File: config.mk
export PLATFORM = sky130hd
export DESIGN_NAME = vcal_thresh_calc
export DESIGN_NICKNAME = d
export VERILOG_FILES = /design/src/rtl/vcal_pkg.sv /design/src/rtl/vcal_divider.sv /design/src/rtl/vcal_digit_split.sv /design/src/rtl/vcal_thresh_calc.sv
export SDC_FILE = /design/constraint.sdc
export NUM_CORES = 1
export LEC_CHECK = 0
export BUFFER_PORTS_ARGS = -buffer_cell sky130_fd_sc_hd__buf_4
export CORE_UTILIZATION = 60
export CTS_BUF_LIST = sky130_fd_sc_hd__clkbuf_8
export DETAILED_ROUTE_END_ITERATION = 8
export GPL_ROUTABILITY_DRIVEN = 0
export MAX_ROUTING_LAYER = met4
export PLACE_DENSITY = 0.77
export SETUP_SLACK_MARGIN = 0.3
export SLEW_MARGIN = 15
export SYNTH_ARGS = -nofsm -noshare
export SYNTH_HDL_FRONTEND = slang
export SYNTH_SLANG_ARGS = --single-unit
export TNS_END_PERCENT = 10
File: constraint.sdc
create_clock -name clk -period 9.85 [get_ports clk]
set_input_delay 2.4625 -clock clk [delete_from_list [all_inputs] [get_ports clk]]
set_output_delay 2.4625 -clock clk [all_outputs]
set_load 0.02 [all_outputs]
File: src/rtl/vcal_pkg.sv
package vcal_pkg;
  typedef enum logic [1:0] {
    ST_IDLE,
    ST_DIV1,
    ST_DIV2,
    ST_DONE
  } vcal_st_e;
endpackage

File: src/rtl/vcal_divider.sv
// Restoring divider: one quotient bit per cycle, MSB first.
module vcal_divider #(
  parameter int DVD_W = 39,
  parameter int DVS_W = 11
) (
  input  logic             clk,
  input  logic             rst_n,
  input  logic             go,
  input  logic [DVD_W-1:0] dividend,
  input  logic [DVS_W-1:0] divisor,
  output logic             done,
  output logic [DVD_W-1:0] quotient
);
  localparam int CNT_W = $clog2(DVD_W + 1);

  logic [DVD_W-1:0] q_q, q_d;
  logic [DVS_W:0]   r_q, r_d;
  logic [DVS_W-1:0] dv_q, dv_d;
  logic [CNT_W-1:0] n_q, n_d;
  logic             done_q, done_d;
  logic [DVS_W:0]   shifted;
  logic [DVS_W+1:0] trial;

  always_comb begin
    q_d     = q_q;
    r_d     = r_q;
    dv_d    = dv_q;
    n_d     = n_q;
    done_d  = 1'b0;
    shifted = {r_q[DVS_W-1:0], q_q[DVD_W-1]};
    trial   = {1'b0, shifted} - {2'b00, dv_q};
    if (go) begin
      q_d  = dividend;
      r_d  = '0;
      dv_d = divisor;
      n_d  = CNT_W'(DVD_W);
    end else if (n_q != '0) begin
      if (!trial[DVS_W+1]) begin
        r_d = trial[DVS_W:0];
        q_d = {q_q[DVD_W-2:0], 1'b1};
      end else begin
        r_d = shifted;
        q_d = {q_q[DVD_W-2:0], 1'b0};
      end
      n_d    = n_q - 1'b1;
      done_d = (n_q == CNT_W'(1));
    end
  end

  always_ff @(posedge clk or negedge rst_n) begin
    if (!rst_n) begin
      q_q    <= '0;
      r_q    <= '0;
      dv_q   <= '0;
      n_q    <= '0;
      done_q <= 1'b0;
    end else begin
      q_q    <= q_d;
      r_q    <= r_d;
      dv_q   <= dv_d;
      n_q    <= n_d;
      done_q <= done_d;
    end
  end

  assign done     = done_q;
  assign quotient = q_q;
endmodule

File: src/rtl/vcal_digit_split.sv
// Splits a small code into its last decimal digit and the rest.
module vcal_digit_split #(
  parameter int CODE_W = 8,
  parameter int CW     = 4
) (
  input  logic [CODE_W-1:0] code,
  output logic [CW-1:0]     coarse,
  output logic [3:0]        fine
);
  always_comb begin
    coarse = CW'(code / CODE_W'(10));
    fine   = 4'(code % CODE_W'(10));
  end
endmodule

File: src/rtl/vcal_thresh_calc.sv
module vcal_thresh_calc #(
  parameter int MV_W     = 12,
  parameter int CW       = 4,
  parameter int FRAC     = 16,
  parameter int V_LO_MV  = 1860,
  parameter int V_HI_MV  = 2980,
  parameter int Y_MIN_MV = 1620,
  parameter int Y_MAX_MV = 3400
) (
  input  logic                 clk,
  input  logic                 rst_n,
  input  logic                 start,
  input  logic [MV_W-1:0]      target_mv,
  input  logic [CW-1:0]        lo_coarse,
  input  logic [3:0]           lo_fine,
  input  logic [CW-1:0]        hi_coarse,
  input  logic [3:0]           hi_fine,
  output logic                 busy,
  output logic                 done,
  output logic                 err,
  output logic [CW-1:0]        thr_coarse,
  output logic [3:0]           thr_fine,
  output logic [MV_W+FRAC:0]   ach_mv_q
);
  import vcal_pkg::*;

  localparam int SPAN     = V_HI_MV - V_LO_MV;
  localparam int CODE_MAX = 10 * (2 ** CW) - 1;
  localparam int CODE_W   = $clog2(CODE_MAX + 1);
  localparam int SPAN_W   = $clog2(SPAN + 1);
  localparam int NW       = MV_W + CODE_W + SPAN_W + 2;
  localparam int DVS_W    = (SPAN_W > CODE_W + 1) ? SPAN_W : CODE_W + 1;
  localparam int DVD_A    = MV_W + CODE_W + FRAC + 3;
  localparam int DVD_W    = (DVD_A > NW) ? DVD_A : NW;
  localparam int AW       = MV_W + FRAC + 1;
  localparam logic signed [NW-1:0] SPAN_S = NW'(SPAN);
  localparam logic signed [NW-1:0] HALF_S = NW'(SPAN / 2);
  localparam logic signed [NW-1:0] VLO_S  = NW'(V_LO_MV);

  // reset synchronizer: assert asynchronously, release on clock
  logic [1:0] rst_pipe;
  logic       rst_sn;
  always_ff @(posedge clk or negedge rst_n) begin
    if (!rst_n) rst_pipe <= 2'b00;
    else        rst_pipe <= {rst_pipe[0], 1'b1};
  end
  assign rst_sn = rst_pipe[1];

  // request decode
  logic [CODE_W:0]        cl_code, ch_code;
  logic signed [NW-1:0]   cl_s, ch_s, dl_s, tg_s, num1, num2;
  logic                   range_bad, slope_bad, neg_bad;

  always_comb begin
    cl_code   = (CODE_W+1)'(lo_coarse) * (CODE_W+1)'(10) + (CODE_W+1)'(lo_fine);
    ch_code   = (CODE_W+1)'(hi_coarse) * (CODE_W+1)'(10) + (CODE_W+1)'(hi_fine);
    cl_s      = NW'($signed({1'b0, cl_code}));
    ch_s      = NW'($signed({1'b0, ch_code}));
    tg_s      = NW'($signed({1'b0, target_mv}));
    dl_s      = ch_s - cl_s;
    num1      = cl_s * SPAN_S + (tg_s - VLO_S) * dl_s + HALF_S;
    range_bad = (target_mv < MV_W'(Y_MIN_MV)) || (target_mv > MV_W'(Y_MAX_MV));
    slope_bad = dl_s[NW-1] || (dl_s == '0);
    neg_bad   = num1[NW-1];
  end

  // state and working registers
  vcal_st_e              st_q, st_d;
  logic signed [NW-1:0]  clo_q, clo_d, dlt_q, dlt_d;
  logic [CODE_W-1:0]     code_q, code_d;
  logic                  res_err_q, res_err_d;
  logic [CW-1:0]         res_co_q, res_co_d;
  logic [3:0]            res_fi_q, res_fi_d;
  logic [AW-1:0]         res_ach_q, res_ach_d;

  logic                  div_go, div_done;
  logic [DVD_W-1:0]      div_dvd, div_q;
  logic [DVS_W-1:0]      div_dvs;
  logic [CW-1:0]         split_co;
  logic [3:0]            split_fi;

  always_comb begin
    st_d      = st_q;
    clo_d     = clo_q;
    dlt_d     = dlt_q;
    code_d    = code_q;
    res_err_d = res_err_q;
    res_co_d  = res_co_q;
    res_fi_d  = res_fi_q;
    res_ach_d = res_ach_q;
    div_go    = 1'b0;
    div_dvd   = '0;
    div_dvs   = '0;
    num2      = (NW'($signed({1'b0, div_q[CODE_W-1:0]})) - clo_q) * SPAN_S + VLO_S * dlt_q;
    unique case (st_q)
      ST_IDLE: if (start) begin
        clo_d = cl_s;
        dlt_d = dl_s;
        if (range_bad || slope_bad || neg_bad) begin
          res_err_d = 1'b1;
          res_co_d  = '0;
          res_fi_d  = '0;
          res_ach_d = '0;
          st_d      = ST_DONE;
        end else begin
          div_go  = 1'b1;
          div_dvd = DVD_W'(num1);
          div_dvs = DVS_W'(SPAN);
          st_d    = ST_DIV1;
        end
      end
      ST_DIV1: if (div_done) begin
        if (div_q > DVD_W'(CODE_MAX)) begin
          res_err_d = 1'b1;
          res_co_d  = '0;
          res_fi_d  = '0;
          res_ach_d = '0;
          st_d      = ST_DONE;
        end else begin
          code_d  = div_q[CODE_W-1:0];
          div_go  = 1'b1;
          div_dvd = (DVD_W'(num2) << FRAC) + DVD_W'(dlt_q >>> 1);
          div_dvs = DVS_W'(dlt_q);
          st_d    = ST_DIV2;
        end
      end
      ST_DIV2: if (div_done) begin
        res_err_d = 1'b0;
        res_co_d  = split_co;
        res_fi_d  = split_fi;
        res_ach_d = AW'(div_q);
        st_d      = ST_DONE;
      end
      default: st_d = ST_IDLE;
    endcase
  end

  always_ff @(posedge clk or negedge rst_sn) begin
    if (!rst_sn) begin
      st_q      <= ST_IDLE;
      clo_q     <= '0;
      dlt_q     <= '0;
      code_q    <= '0;
      res_err_q <= 1'b0;
      res_co_q  <= '0;
      res_fi_q  <= '0;
      res_ach_q <= '0;
    end else begin
      st_q      <= st_d;
      clo_q     <= clo_d;
      dlt_q     <= dlt_d;
      code_q    <= code_d;
      res_err_q <= res_err_d;
      res_co_q  <= res_co_d;
      res_fi_q  <= res_fi_d;
      res_ach_q <= res_ach_d;
    end
  end

  vcal_divider #(.DVD_W(DVD_W), .DVS_W(DVS_W)) u_div (
    .clk      (clk),
    .rst_n    (rst_sn),
    .go       (div_go),
    .dividend (div_dvd),
    .divisor  (div_dvs),
    .done     (div_done),
    .quotient (div_q)
  );

  vcal_digit_split #(.CODE_W(CODE_W), .CW(CW)) u_split (
    .code   (code_q),
    .coarse (split_co),
    .fine   (split_fi)
  );

  assign busy       = (st_q == ST_DIV1) || (st_q == ST_DIV2);
  assign done       = (st_q == ST_DONE);
  assign err        = res_err_q;
  assign thr_coarse = res_co_q;
  assign thr_fine   = res_fi_q;
  assign ach_mv_q   = res_ach_q;
endmodule

# Word level (Yosys, flattened, before mapping)
# Cells that the tools add are included.
# op_classes
addsub	11
n_mux	51
n_mul	6
n_div	2
n_lt_le_gt_ge	3
n_eq_ne	9
bitwise_logic	1
n_reduce_logical	14
# ops
cell	n
$mux W39	6
$mux W29	5
$pmux W29 S3	1
$pmux W39 S2	1
$mux W11	7
$add A39 B9 Y39	1
$gt A39 B8 Y1 const B	1
$logic_not A33 Y1	1
$add A24 B11 Y25 const B	1
$add A21 B23 Y24	1
$mux W4	6
$pmux W4 S3	2
$add A22 B22 Y23	1
$mul A13 B10 Y23	1
$pmux W11 S2	1
$mul A10 B10 Y20 const A	1
$add A8 B4 Y9	2
$mul A10 B7 Y17 const B	1
$mul A9 B6 Y15 const B	1
$mul A4 B3 Y7 const B	2
$mux W1	13
$sub A12 B11 Y13	1
$sub A12 B11 Y13 const B	1
$gt A12 B12 Y1 const B	1
25 further kinds	38
# totals
in_bits	31
word_cells	111
output_inout_bits	40
ff_bits	137

# Depth between registers and ports, before layout
# depth
depth_word	11
ltp_mapped	41
depth_no_buf	39

# Hierarchy
# From an unflattened synthesis, not the netlist that was laid out.
# hier_totals
hier_cells	2337
hier_area_um2	20298.2
# modules_own_cells
module	cells_each	seq_area_each_um2	area_each_um2	n_inst
vcal_thresh_calc	1817	1726.7	15821.4	1
vcal_divider	375	1701.6	3613.5	1
vcal_digit_split	145	0.0	863.3	1

# Worst setup path after synthesis
# Ideal clock, no wire load.
# synth_path
kind	input to register
from	input port lo_coarse[1]
to	register u_div.q_q[10] (netlist: u_div.quotient[10])
path_slack_ps	-1180
cell_stages	37
setup_ps	124
arrival_time_ps	10906
required_ps	9726
path_buffers	1
cell_sequence	ha_1 > ha_1 > fa_1 > nand2_1 > or2_2 > xnor2_1 > inv_1 > ha_1 > ha_1 > fa_1 > ha_1 > a21oi_1 > o21bai_1 > a21oi_1 > o21bai_1 > a21oi_1 > nor2b_1 > o21ai_0 > xnor2_1 > ha_1 > ha_1 > fa_1 > fa_1 > inv_1 > fa_1 > inv_1 > ha_1 > and3_1 > nand2_1 > nor2_1 > or4_1 > o21ai_1 > and3_1 > o211a_2 > buf_6 > a21oi_1 > a211o_1
# synth_via
elab_chain_cells	11
elab_cells_between_ends	19
classes_between	add/sub (4); mul (3); mux (7); reduce/logical (5)
# synth_rtl
item	line_no	rtl
start, declared	vcal_thresh_calc.sv:14	input logic [CW-1:0] lo_coarse,
$mul A4 B3 Y7 (*)	vcal_thresh_calc.sv:55	cl_code = (CODE_W+1)'(lo_coarse) * (CODE_W+1)'(10) + (CODE_W+1)'(lo_fine);
$add A8 B4 Y9 (*)	vcal_thresh_calc.sv:55	
net cl_code[6]	vcal_thresh_calc.sv:50	logic [CODE_W:0] cl_code, ch_code;
$sub A9 B9 Y10	vcal_thresh_calc.sv:60	dl_s = ch_s - cl_s;
$mul A13 B10 Y23 or $logic_not A33 Y1 (tied branches)	vcal_thresh_calc.sv:61, vcal_thresh_calc.sv:63	
$add A21 B23 Y24 or $logic_or A1 B1 Y1 (tied branches)	vcal_thresh_calc.sv:61, vcal_thresh_calc.sv:63	
$add A24 B11 Y25 or $logic_or A1 B1 Y1 (tied branches)	vcal_thresh_calc.sv:61, vcal_thresh_calc.sv:99	
$logic_or A1 B1 Y1	vcal_thresh_calc.sv:99	if (range_bad || slope_bad || neg_bad) begin
$mux W39 or $mux W1 (tied branches)	vcal_thresh_calc.sv:99	
$mux W39 or $mux W1 (tied branches)	vcal_thresh_calc.sv:96	ST_IDLE: if (start) begin
$pmux W39 S2 or $pmux W1 S2 (tied branches)	vcal_thresh_calc.sv:95	unique case (st_q)
$mux W39 or $reduce_bool A2 Y1 (tied branches)	--	
end signal, assigned	vcal_divider.sv:58	q_q <= q_d;
end, declared	vcal_divider.sv:16	logic [DVD_W-1:0] q_q, q_d;
# The timed path passes the listed nets; every way through them passes the cells marked *.
# A chain may end at the register's enable or synchronous reset.

# Final worst setup path
# layout_path
from	input port lo_coarse[0]
to	register u_div.q_q[16] (netlist: u_div.quotient[16])
# layout_via
elab_chain_cells	11
elab_cells_between_ends	19
classes_between	add/sub (4); mul (3); mux (7); reduce/logical (5)
# layout_rtl
item	line_no
$mul A4 B3 Y7 (*)	vcal_thresh_calc.sv:55
$add A8 B4 Y9 (*)	vcal_thresh_calc.sv:55
$sub A9 B9 Y10	vcal_thresh_calc.sv:60
$mul A13 B10 Y23 or $logic_not A33 Y1 (tied branches)	vcal_thresh_calc.sv:61, vcal_thresh_calc.sv:63
$add A21 B23 Y24 or $logic_or A1 B1 Y1 (tied branches)	vcal_thresh_calc.sv:61, vcal_thresh_calc.sv:63
$add A24 B11 Y25 or $logic_or A1 B1 Y1 (tied branches)	vcal_thresh_calc.sv:61, vcal_thresh_calc.sv:99
$logic_or A1 B1 Y1	vcal_thresh_calc.sv:99
$mux W39 or $mux W1 (tied branches)	vcal_thresh_calc.sv:99
$mux W39 or $mux W1 (tied branches)	vcal_thresh_calc.sv:96
$pmux W39 S2 or $pmux W1 S2 (tied branches)	vcal_thresh_calc.sv:95
$mux W39 or $reduce_bool A2 Y1 (tied branches)	--
# Every way passes the cells marked *; elsewhere a longest branch is shown, timed or not.

==> metrics.yaml <==
routing:
  antenna_left: 0
  wl_per_cell_um: 17.7
  drt_pre_antenna_iters: 5
  routed_wl_mm: 49.1
  first_iter_violations: 1090
  num_vias: 16100
  vias_per_cell: 5.80
  drc_errors: 0
hold_path:
  hold_start: "rst_pipe[0]"
  hold_end: "rst_pipe[1]"
  min_path_cells: 0
  hold_path_class: "reg -> reg"
sta:
  drv_slew: 0
  tightest_slew_ns: 1.12
  fmax_mhz: 95.2
  fin_crit_ns: 10.50
  hold_viol: 0
  fin_crit_sh_pct: 107
  layout_setup_ws_ns: -0.650
  finClkSkew_ns: 0.0309
  setup_violations: 107
  relSlewSlack_pct: 25.1
  rsz0062_at_grt: "true"
place:
  place_ws_ns: -1.22
  hpwl_mm: 39.1
  dpl_cell_area_sq_um: 21500
  portBuffers: 70
logic_synthesis:
  synth_common_cells: "358 x inv_1, 283 x ha_1, 186 x fa_1"
  synthMuxAreaShare_pct: 2.11
  ys_ff_latch: 137
  yosys.area_share.simple_pct: 12.1
  synth_adder_area_share_pct: 38.0
  yosysSeqAreaShare_pct: 17.9
  synth_top_area_share_pct: 19.5
  synthesis.nets: 2633
  synth_xor_area_share_pct: 6.17
  ys_types: 77
  synth_edf_count: 0
  syn_area_sq_um: 19100
  syn-mean-instance-area_sq_um: 8.97
  synth_most_common_cell: "inv_1"
  synthArstFlopShare_pct: 100
  synth_compound_area_share_pct: 15.2
  synth_top_family_by_area: "adder cells"
  synth_area_leader_cell: "fa_1"
  syn_inst: 2133
  synth_warnings: 0
  yosys-top-cells-area: "fa_1 19%, ha_1 19%, dfrtp_1 18%"
  synthFlopType: "dfrtp_1"
grt:
  antenna_found_initial: 1
  gr-total-overflow: 0
  grt_usage_pct: 32.5
  grt_max_degree: 79
  grt_pass1_wl_mm: 82.8
  grt_pass1_vias: 17200
outcome:
  status: "finished, violations left"
  failed_checks: "negative setup slack"
setup_path:
  crit_arrival_ns: 10.87
  critPathMostFrequentCell: "fa_1"
  worst-setup-path-type: "in -> reg"
  slowest_delay_ns: 0.54
  cp.required_ns: 10.22
  reg2reg_slack_ns: 2.38
  crit_slowest_cell: "fa_1"
  r2r-start: "u_div.quotient[1]"
  r2r-end: "u_div.quotient[38]"
  worst-r2r-cell-count: 31
  crit_path_end_kind: "register"
  worstSetupStartpointType: "input port"
  cp_max_fo: 10
clocking:
  clkSinkCount: 137
  cts_root_buf: "clkbuf_8"
  ctsHoldBuffers: 0
  clockBufferDepth: 2
  clk_pin_slew_worst_paths_ns: 0.11
  cts_tree: "yes"
  cts_htree_levels: 4
  clk_latency_ns: 0.47
  numCtsBuffers: 17
finish:
  design_area_sq_um: 22600
  area_growth_pct: 18.1
  nNetsFinal: 2858
  n_fill_cell: 2302
  drive_above_1_share_pct: 18.1
floorplan:
  initial_core_util_pct: 60.8
  fp.dieH_um: 181
  core_sq_um: 31500
  die_area_sq_um: 32600
  die_w_um: 181
  io_pins: 71
  rows: 65
flow_run:
  maxCapViolations: 0
-- worst max-delay path, delay by kind of cell --
kind            cells  cell delay, ns
simple gates        2            0.33
buf+inv             8            1.17
xor+xnor            1            0.10
fa+ha+maj          10            4.40
compound gates     12            2.40
-- sequential cells by signal (all words and copies together), names as in the netlist --
name and count:
ach_mv_q 29, clo_q 9, code_q 8, dlt_q 10
err 1, rst_pipe 2, st_q 2, thr_coarse 4
thr_fine 4, u_div.done 1, u_div.dv_q 11, u_div.n_q 6
u_div.quotient 39, u_div.r_q 11
-- worst max-delay path by stage --
stage / start / endpoint / slack, ns
global route: lo_coarse[0] / u_div.quotient[11] / -0.95
floorplan: lo_coarse[1] / ach_mv_q[0] / -0.61
global placement: lo_coarse[1] / u_div.quotient[14] / -1.04
finish: lo_coarse[0] / u_div.quotient[16] / -0.65
detailed placement: lo_coarse[1] / u_div.r_q[10] / -1.22
CTS: lo_coarse[1] / u_div.quotient[4] / -0.45
-- cells in the final DEF (no fill, tap or decap), drive strengths merged, types with 6 or more instances in the layout --
cell type  count
a31oi          7
nor2         160
nand2b        23
nor3          29
o21bai        16
xor2          49
nor4          11
fa           186
or3           17
ha           283
dfrtp        137
a21boi         7
nand3         44
or2            9
nand2        156
a21o          36
o2bb2ai       36
inv          364
clkbuf        19
a211oi        19
buf          264
a21oi         85
a22oi          6
nor2b         27
xnor2         85
o21a          21
a211o          8
mux2i         37
o211ai        15
and2          12
o21ai         97
o22ai         19
o221ai         8
-- cells by family after synthesis --
logic type                 Yosys count
other                                1
DFF                                137
AOI/OAI and AO/OA                  426
and+or+nand+nor                    507
xor gates and xnor gates           134
buffers and inverters              419
muxes                               40
adders and majority gates          469
-- final cells by class --
cell class	instances	area [sq um]	area share, %
multi-input combinational	1578	14700	65.1
sequential	137	3430	15.2
timing repair buffer	266	2180	9.65
inverter	358	1350	5.99
tap	402	503	2.23
clock buffer	18	248	1.10
clock inverter	14	176	0.781
antenna	1	2.50	0.0111
-- stage by stage --
| stage | hold slack [ns] | cells | util (%) | setup TNS (ns) |
|---|---|---|---|---|
| 2_1_floorplan | 0.331 | 2133 | - | -57.61 |
| 3_3_place_gp | 0.334 | 2715 | 68.4 | -105.14 |
| 3_5_place_dp | 0.336 | 2715 | 68.4 | -120.90 |
| 4_1_cts | 0.383 | 2768 | 71.3 | -38.34 |
| 6_report | 0.384 | 2774 | 71.8 | -55.34 |
| 5_1_grt | 0.408 | 2774 | 71.8 | -88.01 |
-- per-layer routing --
layer / vias to the layer above / wire length (um) / GRT usage, %
li1: 7588 / - / -
met1: 7813 / 19500 / 38.1
met2: 522 / 24500 / 56.3
met3: 164 / 2820 / 3.68
met4: 0 / 2320 / 14.2
met5: - / 0 / -
-- what timing repair did --
action	in CTS	in global routing
buffers inserted	18	4
gates resized for setup	58	28
pin swaps	38	8
endpoints found under the setup margin	107	107
cloned	3	1
Power is left out: the tool's default activity adds up to more than one toggle a clock period on the data nets, which glitch-free logic cannot reach.
